$ cat src/rtl/wdog_pkg.sv
package wdog_pkg;
  localparam int CNT_W   = 9;            // count field width, bits [CNT_W-1:0]
  localparam int RUN_BIT = CNT_W - 1;    // run command shares the top count bit
  localparam int KEY_W   = 7;
  localparam int KEY_LSB = CNT_W;        // key sits right above the count

  typedef enum logic {STG_ARMED = 1'b0, STG_GRACE = 1'b1} wd_stage_e;

  // A zero count field means the largest half-range value.
  function automatic logic [CNT_W-1:0] reload_value(input logic [CNT_W-1:0] field);
    return (field == '0) ? CNT_W'(1 << (CNT_W - 1)) : field;
  endfunction

  // The rotating key rule: open when disabled, else the inverse is required.
  function automatic logic key_accept(input logic enabled,
                                      input logic [KEY_W-1:0] old_key,
                                      input logic [KEY_W-1:0] new_key);
    return !enabled || (new_key == ~old_key);
  endfunction
endpackage

$ cat src/rtl/wdog_keygate.sv
module wdog_keygate
  import wdog_pkg::*;
(
  input  logic        wr_sel_i,
  input  logic [31:0] stored_i,
  input  logic [31:0] wdata_i,
  output logic        accept_o
);
  logic [KEY_W-1:0] old_key;
  logic [KEY_W-1:0] new_key;

  assign old_key  = stored_i[KEY_LSB +: KEY_W];
  assign new_key  = wdata_i[KEY_LSB +: KEY_W];
  assign accept_o = wr_sel_i && key_accept(stored_i[RUN_BIT], old_key, new_key);
endmodule

$ cat src/rtl/wdog_counter.sv
module wdog_counter
  import wdog_pkg::*;
#(
  parameter int GRACE = 10
) (
  input  logic             clk,
  input  logic             rst_n,
  input  logic             load_i,
  input  logic [CNT_W-1:0] load_val_i,
  input  logic             run_i,
  input  logic             tick_i,
  input  logic             grace_i,
  output logic [CNT_W-1:0] cnt_o,
  output logic             running_o,
  output logic             expire_o
);
  logic [CNT_W-1:0] cnt_q;
  logic             run_q;

  // An accepted write masks a coincident tick.
  assign expire_o  = run_q && tick_i && !load_i && (cnt_q == CNT_W'(1));
  assign cnt_o     = cnt_q;
  assign running_o = run_q;

  always_ff @(posedge clk or negedge rst_n) begin
    if (!rst_n) begin
      cnt_q <= '0;
      run_q <= 1'b0;
    end else if (load_i) begin
      cnt_q <= load_val_i;
      run_q <= run_i;
    end else if (expire_o) begin
      if (!grace_i) begin
        cnt_q <= CNT_W'(GRACE);
      end else begin
        cnt_q <= '0;
        run_q <= 1'b0;
      end
    end else if (run_q && tick_i) begin
      cnt_q <= cnt_q - 1'b1;
    end
  end

  assert_tick_step_R7: assert property (@(posedge clk) disable iff (!rst_n)
    run_q && tick_i && !load_i && cnt_q > CNT_W'(1) |=> cnt_q == $past(cnt_q) - 1'b1);
  assert_idle_hold_R7: assert property (@(posedge clk) disable iff (!rst_n)
    !tick_i && !load_i |=> $stable(cnt_q));
  assert_stopped_hold_R6: assert property (@(posedge clk) disable iff (!rst_n)
    !run_q && !load_i |=> $stable(cnt_q) && !run_q);
  assert_write_wins_R12: assert property (@(posedge clk) disable iff (!rst_n)
    load_i |=> cnt_q == $past(load_val_i));
  assert_grace_reload_R8: assert property (@(posedge clk) disable iff (!rst_n)
    expire_o && !grace_i |=> cnt_q == CNT_W'(GRACE) && run_q);
endmodule

$ cat src/rtl/wdog_stage.sv
module wdog_stage
  import wdog_pkg::*;
(
  input  logic clk,
  input  logic rst_n,
  input  logic clear_i,
  input  logic expire_i,
  output logic grace_o,
  output logic final_o,
  output logic nmi_o,
  output logic reset_req_o
);
  wd_stage_e stage_q;
  logic      nmi_q;
  logic      rreq_q;

  assign grace_o     = (stage_q == STG_GRACE);
  assign final_o     = expire_i && grace_o;
  assign nmi_o       = nmi_q;
  assign reset_req_o = rreq_q;

  always_ff @(posedge clk or negedge rst_n) begin
    if (!rst_n) begin
      stage_q <= STG_ARMED;
      nmi_q   <= 1'b0;
      rreq_q  <= 1'b0;
    end else begin
      rreq_q <= final_o;
      if (clear_i || final_o) begin
        stage_q <= STG_ARMED;
        nmi_q   <= 1'b0;
      end else if (expire_i) begin
        stage_q <= STG_GRACE;
        nmi_q   <= 1'b1;
      end
    end
  end

  assert_nmi_hold_R10: assert property (@(posedge clk) disable iff (!rst_n)
    nmi_q && !clear_i && !final_o |=> nmi_q);
  assert_nmi_cause_R8: assert property (@(posedge clk) disable iff (!rst_n)
    $rose(nmi_q) |-> $past(expire_i));
  assert_pulse_once_R9: assert property (@(posedge clk) disable iff (!rst_n)
    rreq_q |=> !rreq_q);
  assert_clear_drops_nmi_R10: assert property (@(posedge clk) disable iff (!rst_n)
    clear_i |=> !nmi_q && stage_q == STG_ARMED);
endmodule

$ cat src/rtl/keyed_watchdog.sv
module keyed_watchdog
  import wdog_pkg::*;
#(
  parameter int         GRACE    = 10,
  parameter logic [7:0] CTRL_OFF = 8'h40,
  parameter logic [7:0] STAT_OFF = 8'h44
) (
  input  logic        clk,
  input  logic        rst_n,
  input  logic        tick,
  input  logic        wr_en,
  input  logic [7:0]  addr,
  input  logic [31:0] wdata,
  output logic [31:0] rdata,
  output logic        nmi,
  output logic        reset_req
);
  localparam int STAT_PAD = 32 - 16 - CNT_W;

  logic [31:0]      ctrl_q;
  logic             wr_ctrl;
  logic             accept;
  logic             expire;
  logic             grace;
  logic             final_exp;
  logic             running;
  logic [CNT_W-1:0] live_cnt;

  assign wr_ctrl = wr_en && (addr == CTRL_OFF);

  wdog_keygate u_gate (
    .wr_sel_i (wr_ctrl),
    .stored_i (ctrl_q),
    .wdata_i  (wdata),
    .accept_o (accept)
  );

  wdog_counter #(.GRACE(GRACE)) u_cnt (
    .clk        (clk),
    .rst_n      (rst_n),
    .load_i     (accept),
    .load_val_i (reload_value(wdata[CNT_W-1:0])),
    .run_i      (wdata[RUN_BIT]),
    .tick_i     (tick),
    .grace_i    (grace),
    .cnt_o      (live_cnt),
    .running_o  (running),
    .expire_o   (expire)
  );

  wdog_stage u_stage (
    .clk         (clk),
    .rst_n       (rst_n),
    .clear_i     (accept),
    .expire_i    (expire),
    .grace_o     (grace),
    .final_o     (final_exp),
    .nmi_o       (nmi),
    .reset_req_o (reset_req)
  );

  always_ff @(posedge clk or negedge rst_n) begin
    if (!rst_n)         ctrl_q <= '0;
    else if (accept)    ctrl_q <= wdata;
    else if (final_exp) ctrl_q <= '0;
  end

  always_comb begin
    if (addr == CTRL_OFF)      rdata = ctrl_q;
    else if (addr == STAT_OFF) rdata = {{STAT_PAD{1'b0}}, live_cnt, 14'b0, running, grace};
    else                       rdata = '0;
  end

  assert_locked_reject_R3: assert property (@(posedge clk) disable iff (!rst_n)
    wr_ctrl && ctrl_q[RUN_BIT] && wdata[KEY_LSB +: KEY_W] != ~ctrl_q[KEY_LSB +: KEY_W]
    && !final_exp |=> $stable(ctrl_q));
  assert_open_accept_R2: assert property (@(posedge clk) disable iff (!rst_n)
    wr_ctrl && !ctrl_q[RUN_BIT] |=> ctrl_q == $past(wdata));
  assert_reset_state_R9: assert property (@(posedge clk) disable iff (!rst_n)
    reset_req |-> ctrl_q == '0 && !running && !nmi && !grace);
endmodule

$ cat config.mk
export PLATFORM = sky130hd
export DESIGN_NAME = keyed_watchdog
export DESIGN_NICKNAME = d
export VERILOG_FILES = /design/src/rtl/wdog_pkg.sv /design/src/rtl/wdog_keygate.sv /design/src/rtl/wdog_counter.sv /design/src/rtl/wdog_stage.sv /design/src/rtl/keyed_watchdog.sv
export SDC_FILE = /design/constraint.sdc
export NUM_CORES = 1
export LEC_CHECK = 0
export ABC_AREA = 0
export ABC_CLOCK_PERIOD_IN_PS = 4250
export BUFFER_PORTS_ARGS = -buffer_cell sky130_fd_sc_hd__buf_4
export CORE_UTILIZATION = 54
export DETAILED_ROUTE_END_ITERATION = 16
export GPL_ROUTABILITY_DRIVEN = 1
export GPL_TIMING_DRIVEN = 0
export PLACE_DENSITY = 0.85
export RECOVER_POWER = 100
export SLEW_MARGIN = 5
export SYNTH_ARGS = -nofsm -noshare
export SYNTH_HDL_FRONTEND = slang
export SYNTH_SLANG_ARGS = --single-unit
$ cat constraint.sdc
create_clock -name clk -period 4.25 [get_ports clk]
set_input_delay 0.425 -clock clk [delete_from_list [all_inputs] [get_ports clk]]
set_output_delay 0.425 -clock clk [all_outputs]
set_load 0.01 [all_outputs]
==> results.py, run 1 <==
metrics = {
    "critical_path": {
        "critPathKind": "reg2reg",
        "critPathMaxFanout": 10,
        "end_kind": "flop",
        "start_kind": "flop",
        "arrival_ps": 3170,
        "r2r_slack_ps": 1280,
        "reg2reg_depth": 8,
        "r2r-end": "ctrl_q[7]$_DFFE_PN0P_",
        "cp.required_ps": 4450,
        "rr_startpoint": "u_cnt.cnt_o[1]$_DFFE_PN0P_",
    },
    "global_routing": {
        "antenna_found_initial": 0,
        "grt_util_all_layers_pct": 27.4,
        "grt_pass1_vias": 1880,
        "grt_pass1_wl_um": 8890,
        "gr-total-overflow": 0,
        "grt_max_degree": 45,
    },
    "clock_network": {
        "cts_tree": "built",
        "cts_root_buf": "clkbuf_8",
        "insertion_delay_ps": 310,
        "hold_buffers": 0,
        "post_cts_buffers": 0,
        "htreeDepth": 2,
        "numCtsBuffers": 5,
        "cts_sinks": 44,
        "clockBufferDepth": 2,
        "cts.reportedPaths.clkPinSlew_ps": 90,
        "cts_resized": 0,
    },
    "timing": {
        "hold_violations": 0,
        "hold_ws_ps": 328,
        "slew_headroom_pct": -47.5,
        "max_slew.worst_pin.slew_ps": 2210,
        "period_share_pct": 69.9,
        "setup_tns_ps": 0,
        "rsz0062_at_grt": "false",
        "finalSetupViolCount": 0,
        "finalClockSkew_ps": 13.9,
        "maxSlewViolCount": 45,
        "max_freq_mhz": 337,
        "finalWorstPathRequiredPeriod_ps": 2970,
    },
    "power": {
        "pwr-share-clk_pct": 32.9,
        "net-switching-power_uw": 287,
        "ir_drop_v": 0.000222,
        "p_seq_share_pct": 49.5,
        "comb_power_share_pct": 17.6,
        "powerDensity_nw_per_um2": 344,
        "power.internal_uw": 715,
        "leakagePower_nw": 1.37,
        "p_sw_share_pct": 28.6,
        "power_mw": 1.00,
    },
    "cells_and_area": {
        "antenna_cells": 0,
        "drive_above_1_share_pct": 27.7,
        "layout_common_cells": "buf_4 (60), a22o_1 (44), dfrtp_1 (44)",
        "final_common_cell": "buf_4",
        "area_growth_pct": 26.5,
        "fin_nets": 330,
        "fill_cells": 321,
    },
    "floorplan": {
        "die_x_um": 67.3,
        "coreArea_sq_um": 4060,
        "rows": 23,
        "ios": 78,
        "die_area_sq_um": 4530,
        "die_h_um": 67.3,
        "start_util_pct": 56.8,
    },
    "placed_design": {
        "io_buffers": 77,
        "gp_congestion": 0.856,
        "place_hpwl_um": 4100,
    },
    "yosys": {
        "syn_area_per_cell_sq_um": 11.5,
        "ys_seq_area_share_pct": 47.8,
        "syn_nets": 246,
        "synth_mux_area_share_pct": 3.80,
        "ys_ff_latch": 44,
        "synth_adder_area_share_pct": 1.09,
        "synth-simple-area-share_pct": 17.5,
        "ys_warn_count": 0,
        "ys_types": 38,
        "synth_top_family_by_area": "compound AO/OA/AOI/OAI gates",
        "mappedNetlistArea_sq_um": 2300,
        "syn_inst": 200,
        "synth_xor_area_share_pct": 3.04,
        "synth_compound_area_share_pct": 23.1,
    },
    "flow_run": {
        "cap_violations": 1,
    },
    "routing": {
        "vias": 1978,
        "first_pass_iters": 4,
        "viasPerCell": 5.90,
        "ant_nets": 0,
        "drc": 0,
        "drtIter0Drc": 127,
        "routedWlPerCell_um": 16.7,
        "drt_wl_total_um": 5600,
    },
    "min_path": {
        "whs_endpoint": "ctrl_q[25]$_DFFE_PN0P_",
        "hp-class": "in2reg",
        "hold_depth": 2,
        "hp-start": "wdata[25]",
    },
    "outcome": {
        "outcome": "finished with violations",
        "violations": "capacitance limit, slew limit",
    },
}
worst max-delay path by stage:
stage	startpoint	endpoint	slack, ps	depth (start not counted)
finish	u_cnt.cnt_o[1]$_DFFE_PN0P_	ctrl_q[7]$_DFFE_PN0P_	1280	8
global route	u_cnt.cnt_o[1]$_DFFE_PN0P_	ctrl_q[5]$_DFFE_PN0P_	1060	8
CTS	addr[5]	rdata[20]	1730	6
detailed placement	addr[5]	rdata[20]	1730	6
global placement	addr[5]	rdata[21]	1740	6
floorplan	addr[5]	rdata[16]	2110	4
final cells by class:
type / count / area (sq um) / area share (%)
inverters: 2 / 7.51 / 0.258
multi-input cells: 142 / 1060 / 36.5
repair buffers: 77 / 514 / 17.6
flip-flops and latches: 44 / 1100 / 37.8
clock inverters: 3 / 47.5 / 1.63
plain buffers: 12 / 47.5 / 1.63
clock buffers: 5 / 68.8 / 2.36
well taps: 50 / 62.6 / 2.15
cells in the mapped netlist:
cell type / number / share of area, %
o41ai_1: 1 / 0.38
nand2_1: 8 / 1.3
mux2i_1: 2 / 0.87
o21ai_0: 1 / 0.22
nand3_1: 7 / 1.5
buf_6: 3 / 1.5
or4_4: 1 / 0.49
a22o_1: 44 / 17
nor2_1: 4 / 0.65
clkbuf_1: 4 / 0.65
nand2_2: 2 / 0.54
nand4_1: 1 / 0.27
o41ai_2: 1 / 0.71
o41a_1: 1 / 0.49
nand3_2: 1 / 0.43
nor2_4: 2 / 0.98
mux2_2: 6 / 2.9
or4b_4: 1 / 0.60
buf_2: 4 / 0.87
xnor2_1: 4 / 1.5
xor2_1: 4 / 1.5
buf_4: 1 / 0.33
o31ai_1: 4 / 1.3
nand4bb_1: 1 / 0.49
and2_1: 22 / 6.0
nand2b_1: 2 / 0.54
o211ai_1: 4 / 1.3
ha_1: 2 / 1.1
o21ai_1: 2 / 0.43
a21oi_1: 2 / 0.43
dfrtp_1: 44 / 48
a31oi_1: 1 / 0.27
inv_1: 2 / 0.33
or4b_1: 1 / 0.43
a21boi_4: 1 / 0.81
or4_1: 4 / 1.3
nor4_4: 1 / 0.92
nor4_1: 4 / 1.1
power groups by stage:
stage	Sequential [mW]	Clock, mW	Combinational, mW
3_3_place_gp	0.501	0	0.175
5_1_grt	0.502	0.348	0.196
6_report	0.496	0.330	0.176
3_5_place_dp	0.503	0	0.181
2_1_floorplan	0.489	0	0.114
4_1_cts	0.496	0.333	0.182
per-layer routing:
layer / track usage (%) / vias to the layer above / routed length, um
met5: 0 / - / 0
met2: 44.3 / 66 / 2770
li1: - / 930 / -
met3: 5.41 / 7 / 303
met4: 11.4 / 0 / 70
met1: 35.9 / 975 / 2450
state kept, by name, summed over array words and instances (netlist names):
name / cells
ctrl_q: 32
u_cnt.cnt_o: 9
u_cnt.running_o: 1
u_stage.grace_o: 1
u_stage.reset_req_o: 1
per-stage QoR:
stage / std cells / setup slack [ps] / utilization [%] / area, sq um
after floorplan: 200 / 2110 / - / 2300
final: 335 / 1280 / 71.8 / 2910
after global placement: 327 / 1740 / 72.6 / 2940
after global routing: 335 / 1060 / 71.8 / 2910
after detailed placement: 327 / 1730 / 72.6 / 2940
after CTS: 335 / 1730 / 75.4 / 3060
cells by family after synthesis:
group                      count (synthesis)
adders and majority gates                  2
xor gates and xnor gates                   8
muxes                                      8
AOI/OAI and AO/OA                         62
buffers and inverters                     14
and+or+nand+nor                           62
DFF                                       44
worst max-delay path, stage by stage (launching register included):
cell      delay (ps)
dfrtp_1          420
inv_1            120
ha_1             180
or4b_1           500
nor4_1           600
nand2_2          190
a21boi_0         280
clkbuf_1         340
a22o_1           250
No activity file was read; power rests on OpenSTA's default activity.
==> run 2: changes to the inputs <==
- ABC_CLOCK_PERIOD_IN_PS: 4250 -> 2900
- CORE_UTILIZATION: 54 -> 50
- PLACE_DENSITY: 0.85 -> 0.79
- clock period: 4.25 -> 2.9 ns (I/O delays scaled with it)
==> run 2 against run 1 <==
Routed wire length increased by 2.1%. The flow now finishes without violations. Critical path depth decreased by 2. Sequential power increased by 46%.
==> results.py, run 2 (synthesis gave the netlist of run 1 again) <==
metrics = {
    "power": {
        "power_mw": 1.40,
        "powerDensity_nw_per_um2": 476,
        "ir_drop_v": 0.000300,
        "leakagePower_nw": 1.37,
    },
    "critical_path": {
        "arrival_ps": 2170,
        "cpPeakStageDelay_ps": 550,
        "cp-startpoint": "addr[5]",
        "rr_startpoint": "u_cnt.cnt_o[1]$_DFFE_PN0P_",
        "cp.required_ps": 2610,
        "start_kind": "input pin",
        "cp_common_cell": "clkbuf_1",
        "end_kind": "output pin",
        "critPathMaxFanout": 10,
        "crit_chain": "clkbuf_4 > or4b_1 > nor2_1 > clkbuf_1 > a22o_1 > clkbuf_1",
        "critical_path.slowest_cell": "or4b_1",
        "critPathKind": "in2out",
    },
    "cells_and_area": {
        "fin_util_pct": 67.0,
        "antenna_cells": 0,
        "fin_nets": 331,
        "multiInputGateArea_sq_um": 1080,
        "largest_reg_flops": 32,
        "layout_common_cells": "buf_4 (57), a22o_1 (44), dfrtp_1 (44)",
        "final_common_cell": "buf_4",
        "area_growth_pct": 27.4,
        "stdcell_area_sq_um": 2940,
        "fill_cells": 404,
        "regArea_sq_um": 1100,
        "largest-register": "ctrl_q",
        "drive_above_1_share_pct": 28.1,
    },
    "min_path": {
        "hp-class": "in2reg",
        "hp-start": "wdata[28]",
    },
    "floorplan": {
        "start_util_pct": 52.5,
        "ios": 78,
        "die_area_sq_um": 4880,
        "rows": 24,
        "coreArea_sq_um": 4380,
        "die_x_um": 69.9,
        "die_h_um": 69.9,
    },
    "global_routing": {
        "gr-total-overflow": 0,
        "grt_pass1_wl_um": 9280,
        "grt_util_all_layers_pct": 24.3,
        "antenna_found_initial": 0,
        "grt_max_degree": 45,
        "grt_pass1_vias": 1889,
    },
    "timing": {
        "finalWorstPathRequiredPeriod_ps": 2460,
        "finalSetupViolCount": 0,
        "max_slew.worst_pin.slew_ps": 1090,
        "slew_headroom_pct": 27.5,
        "max_freq_mhz": 406,
        "finalClockSkew_ps": 7.07,
        "hold_violations": 0,
        "rsz0062_at_grt": "false",
        "hold_ws_ps": 211,
        "period_share_pct": 85.0,
        "setup_tns_ps": 0,
        "maxSlewViolCount": 0,
    },
    "clock_network": {
        "cts_root_buf": "clkbuf_8",
        "cts_sinks": 44,
        "numCtsBuffers": 5,
        "cts_tree": "built",
        "post_cts_buffers": 0,
        "cts.reportedPaths.clkPinSlew_ps": 80,
        "htreeDepth": 2,
        "insertion_delay_ps": 300,
        "clockBufferDepth": 2,
    },
    "outcome": {
        "outcome": "finished, final reports clean",
    },
    "routing": {
        "drc": 0,
        "routedWlPerCell_um": 17.0,
        "drt_wl_total_um": 5720,
        "vias": 1946,
        "ant_nets": 0,
        "drtIter0Drc": 141,
        "first_pass_iters": 4,
        "viasPerCell": 5.77,
    },
    "placed_design": {
        "io_buffers": 77,
        "place_hpwl_um": 4240,
        "placed_cell_area_sq_um": 2950,
        "gp_congestion": 0.874,
    },
    "flow_run": {
        "cap_violations": 0,
    },
}
[run 2: cell count changes in the layout (fill, tap and decap cells not counted), moves of 2 or more]
cell	delta
and2_0	-3
and2_1	+3
buf_4	-3
buf_6	+3
clkbuf_1	-2
clkbuf_8	+2
clkinv_4	-2
[run 2: worst paths after layout]
kind	end	cells after the start	slack, ps
min in group asynchronous	ctrl_q[28]$_DFFE_PN0P_	2	760
setup reg to reg	ctrl_q[11]$_DFFE_PN0P_	8	440
max in group asynchronous	ctrl_q[22]$_DFFE_PN0P_	2	1470
setup / recovery	rdata[24]	6	440
hold / removal	ctrl_q[28]$_DFFE_PN0P_	2	210
hold reg to reg	ctrl_q[28]$_DFFE_PN0P_	1	490
[run 2: metrics by stage]
stage / worst slack (ps) / instances
after detailed placement: 624 / 329
after floorplan: 835 / 200
after global routing: 286 / 337
after global placement: 646 / 329
final: 435 / 337
after CTS: 612 / 337
[run 2: per-layer routing]
layer,part of all wire (%),track usage (%)
met5,0,0
met4,1.0,4.89
met3,4.5,4.91
met2,48,39.7
met1,47,33.6
[run 2: cell type report]
class | instances | share of cell area, %
flip-flops and latches | 44 | 37.5
multi-input cells | 142 | 36.7
repair buffers | 78 | 17.5
clock buffers | 7 | 3.28
plain buffers | 12 | 2.51
well taps | 52 | 2.22
inverters | 2 | 0.256
[run 2: report_power, final]
group          leakage (nW)  switching (mW)  internal (mW)  total (mW)
registers             0.593          0.0616          0.664       0.726
clock network        0.0503           0.200          0.212       0.412
logic                 0.729           0.135          0.125       0.259
total                  1.37           0.396           1.00        1.40
[run 2: timing repair]
action                                 4_1_cts  5_1_grt
endpoints found under the hold margin       34        0
gates resized for setup                      0        0
hold buffers                                 1        0
[run 2: worst max-delay path: cells and delay by family]
kind	cells	cell delay, ps
simple gates	2	970
compound gates	1	220
buf+inv	3	690
==> run 3: changes to the inputs <==
- ABC_CLOCK_PERIOD_IN_PS: 2900 -> 2170
- CORE_UTILIZATION: 50 -> 45
- PLACE_DENSITY: 0.79 -> 0.76
- clock period: 2.9 -> 2.17 ns (I/O delays scaled with it)
==> run 3 against run 2 <==
Final cell count rose by 10%. Count of clock-buffer cells in the layout fell by 2. Register-to-register slack got worse by 390 ps. Die area rose by 11%. Combinational power rose by 110%. Sequential share of layout area fell by 4.3 points. Routed wire length rose by 12%. Sequential power rose by 33%. Core utilization rose by 2.0 points. Total power rose by 71%. Sequential cell count did not move. Largest cell class is now multi-input combinational cells.
==> results.py, run 3 (synthesis gave the netlist of run 1 again) <==
metrics = {
    "critical_path": {
        "critPathKind": "reg2reg",
        "cp-startpoint": "u_cnt.cnt_o[1]$_DFFE_PN0P_",
        "rr_startpoint": "u_cnt.cnt_o[1]$_DFFE_PN0P_",
        "crit_family": "simple AND/OR/NAND/NOR gates",
        "cp.required_ps": 2370,
        "r2r_slack_ps": 40,
        "endpoint": "u_cnt.cnt_o[5]$_DFFE_PN0P_",
        "r2r-end": "u_cnt.cnt_o[5]$_DFFE_PN0P_",
        "arrival_ps": 2320,
        "reg2reg_depth": 7,
        "cpPeakStageDelay_ps": 480,
        "path_buf_inv": 1,
        "crit_chain": "inv_2 > ha_4 > or4b_4 > or4_4 > nand3_2 > o41ai_1 > mux2_2",
        "critical_path.slowest_cell": "or4b_4",
        "cp.depth": 7,
        "end_kind": "flop",
        "critPathMaxFanout": 3,
        "start_kind": "flop",
    },
    "timing": {
        "finalClockSkew_ps": 8.38,
        "max_slew.worst_pin.slew_ps": 1080,
        "period_share_pct": 98.1,
        "maxSlewViolCount": 0,
        "hold_violations": 0,
        "slew_headroom_pct": 28.3,
        "max_freq_mhz": 470,
        "finalWorstPathRequiredPeriod_ps": 2130,
        "finalSetupViolCount": 0,
    },
    "power": {
        "leakagePower_nw": 1.61,
        "powerDensity_nw_per_um2": 721,
        "power_mw": 2.39,
        "ir_drop_v": 0.000499,
    },
    "clock_network": {
        "numCtsBuffers": 5,
        "clockBufferDepth": 2,
        "insertion_delay_ps": 310,
        "cts.reportedPaths.clkPinSlew_ps": 90,
        "cts_tree": "built",
        "cts_root_buf": "clkbuf_8",
        "cts_sinks": 44,
        "htreeDepth": 2,
    },
    "floorplan": {
        "start_util_pct": 47.8,
        "die_area_sq_um": 5410,
        "coreArea_sq_um": 4820,
        "rows": 25,
        "ios": 78,
        "die_h_um": 73.5,
        "die_x_um": 73.5,
    },
    "placed_design": {
        "gp_congestion": 0.874,
        "placed_cell_area_sq_um": 2970,
        "place_hpwl_um": 4150,
        "io_buffers": 77,
    },
    "cells_and_area": {
        "fill_cells": 404,
        "largest_reg_flops": 32,
        "fin_nets": 350,
        "antenna_cells": 0,
        "layout_common_cells": "buf_4 (90), a22o_1 (44), dfrtp_1 (43)",
        "stdcell_area_sq_um": 3320,
        "drive_above_1_share_pct": 44.3,
        "largest-register": "ctrl_q",
        "final_common_cell": "buf_4",
        "area_growth_pct": 44.1,
    },
    "routing": {
        "viasPerCell": 5.62,
        "vias": 2091,
        "drc": 0,
        "routedWlPerCell_um": 17.1,
        "first_pass_iters": 4,
        "drt_wl_total_um": 6380,
        "ant_nets": 0,
        "drtIter0Drc": 128,
    },
    "min_path": {
        "hp-class": "in2reg",
    },
    "global_routing": {
        "grt_util_all_layers_pct": 25.2,
        "gr-total-overflow": 0,
        "antenna_found_initial": 0,
        "grt_pass1_wl_um": 10100,
        "grt_pass1_vias": 2044,
        "grt_max_degree": 45,
    },
    "flow_run": {
        "cap_violations": 0,
    },
    "outcome": {
        "outcome": "finished, final reports clean",
    },
}
[run 3: what timing repair did]
action,CTS,global route
hold endpoints to repair,44,0
pin swaps,2,4
buffers inserted,12,4
hold buffers,1,0
gates resized for setup,10,8
gates cloned,3,0
endpoints found under the setup margin,33,51
[run 3: stage by stage]
step                cells  worst slack (ps)  utilization (%)  hold slack (ps)  TNS [ps]
floorplan             200               105                -            -78.6         0
detailed placement    344              -120             61.6              243     -3120
CTS                   368             -2.11             67.9              122     -2.11
global placement      344             -90.6             61.6              244     -2410
global route          372            -0.160             68.9              122    -0.160
finish                372              42.2             68.9              125         0
[run 3: how the worst min path moves through the flow]
stage / from / endpoint / slack (ps) / cells past startpoint
5_1_grt: wdata[26] / ctrl_q[26]$_DFFE_PN0P_ / 120 / 2
2_1_floorplan: rst_n / ctrl_q[0]$_DFFE_PN0P_ / -80 / 0
6_report: wdata[28] / ctrl_q[28]$_DFFE_PN0P_ / 120 / 2
3_3_place_gp: rst_n / ctrl_q[22]$_DFFE_PN0P_ / 240 / 1
4_1_cts: wdata[28] / ctrl_q[28]$_DFFE_PN0P_ / 120 / 2
3_5_place_dp: rst_n / ctrl_q[21]$_DFFE_PN0P_ / 240 / 1
[run 3: worst reg2reg max path, delay by kind of cell, from the launching register on]
kind            cells  cell delay [ps]
compound gates      1               90
fa+ha+maj           1              120
buf+inv             1               80
flops               1              400
mux                 1              270
simple gates        3             1050
[run 3: final cells by class]
type                    count  area [sq um]  share of cell area (%)
inverters                   2          7.51                   0.226
well taps                  67          83.8                    2.53
clock inverters             3          90.1                    2.71
plain buffers              12          81.3                    2.45
multi-input cells         142          1150                    34.8
repair buffers             97           732                    22.1
flip-flops and latches     44          1100                    33.2
clock buffers               5          68.8                    2.07
[run 3: routing by layer]
| metal | up-vias | GRT usage (%) | share of wire (%) |
|---|---|---|---|
| met3 | 14 | 3.84 | 5.7 |
| met2 | 90 | 40.6 | 49 |
| met5 | - | 0 | 0 |
| li1 | 968 | - | - |
| met4 | 0 | 9.40 | 2.4 |
| met1 | 1019 | 34.5 | 43 |
[run 3: power breakdown]
group / switching [mW] / total [mW] / internal, mW / leakage, nW
logic: 0.265 / 0.556 / 0.291 / 0.935
clock network: 0.294 / 0.870 / 0.576 / 0.0784
registers: 0.0780 / 0.967 / 0.889 / 0.592
total: 0.637 / 2.39 / 1.76 / 1.61
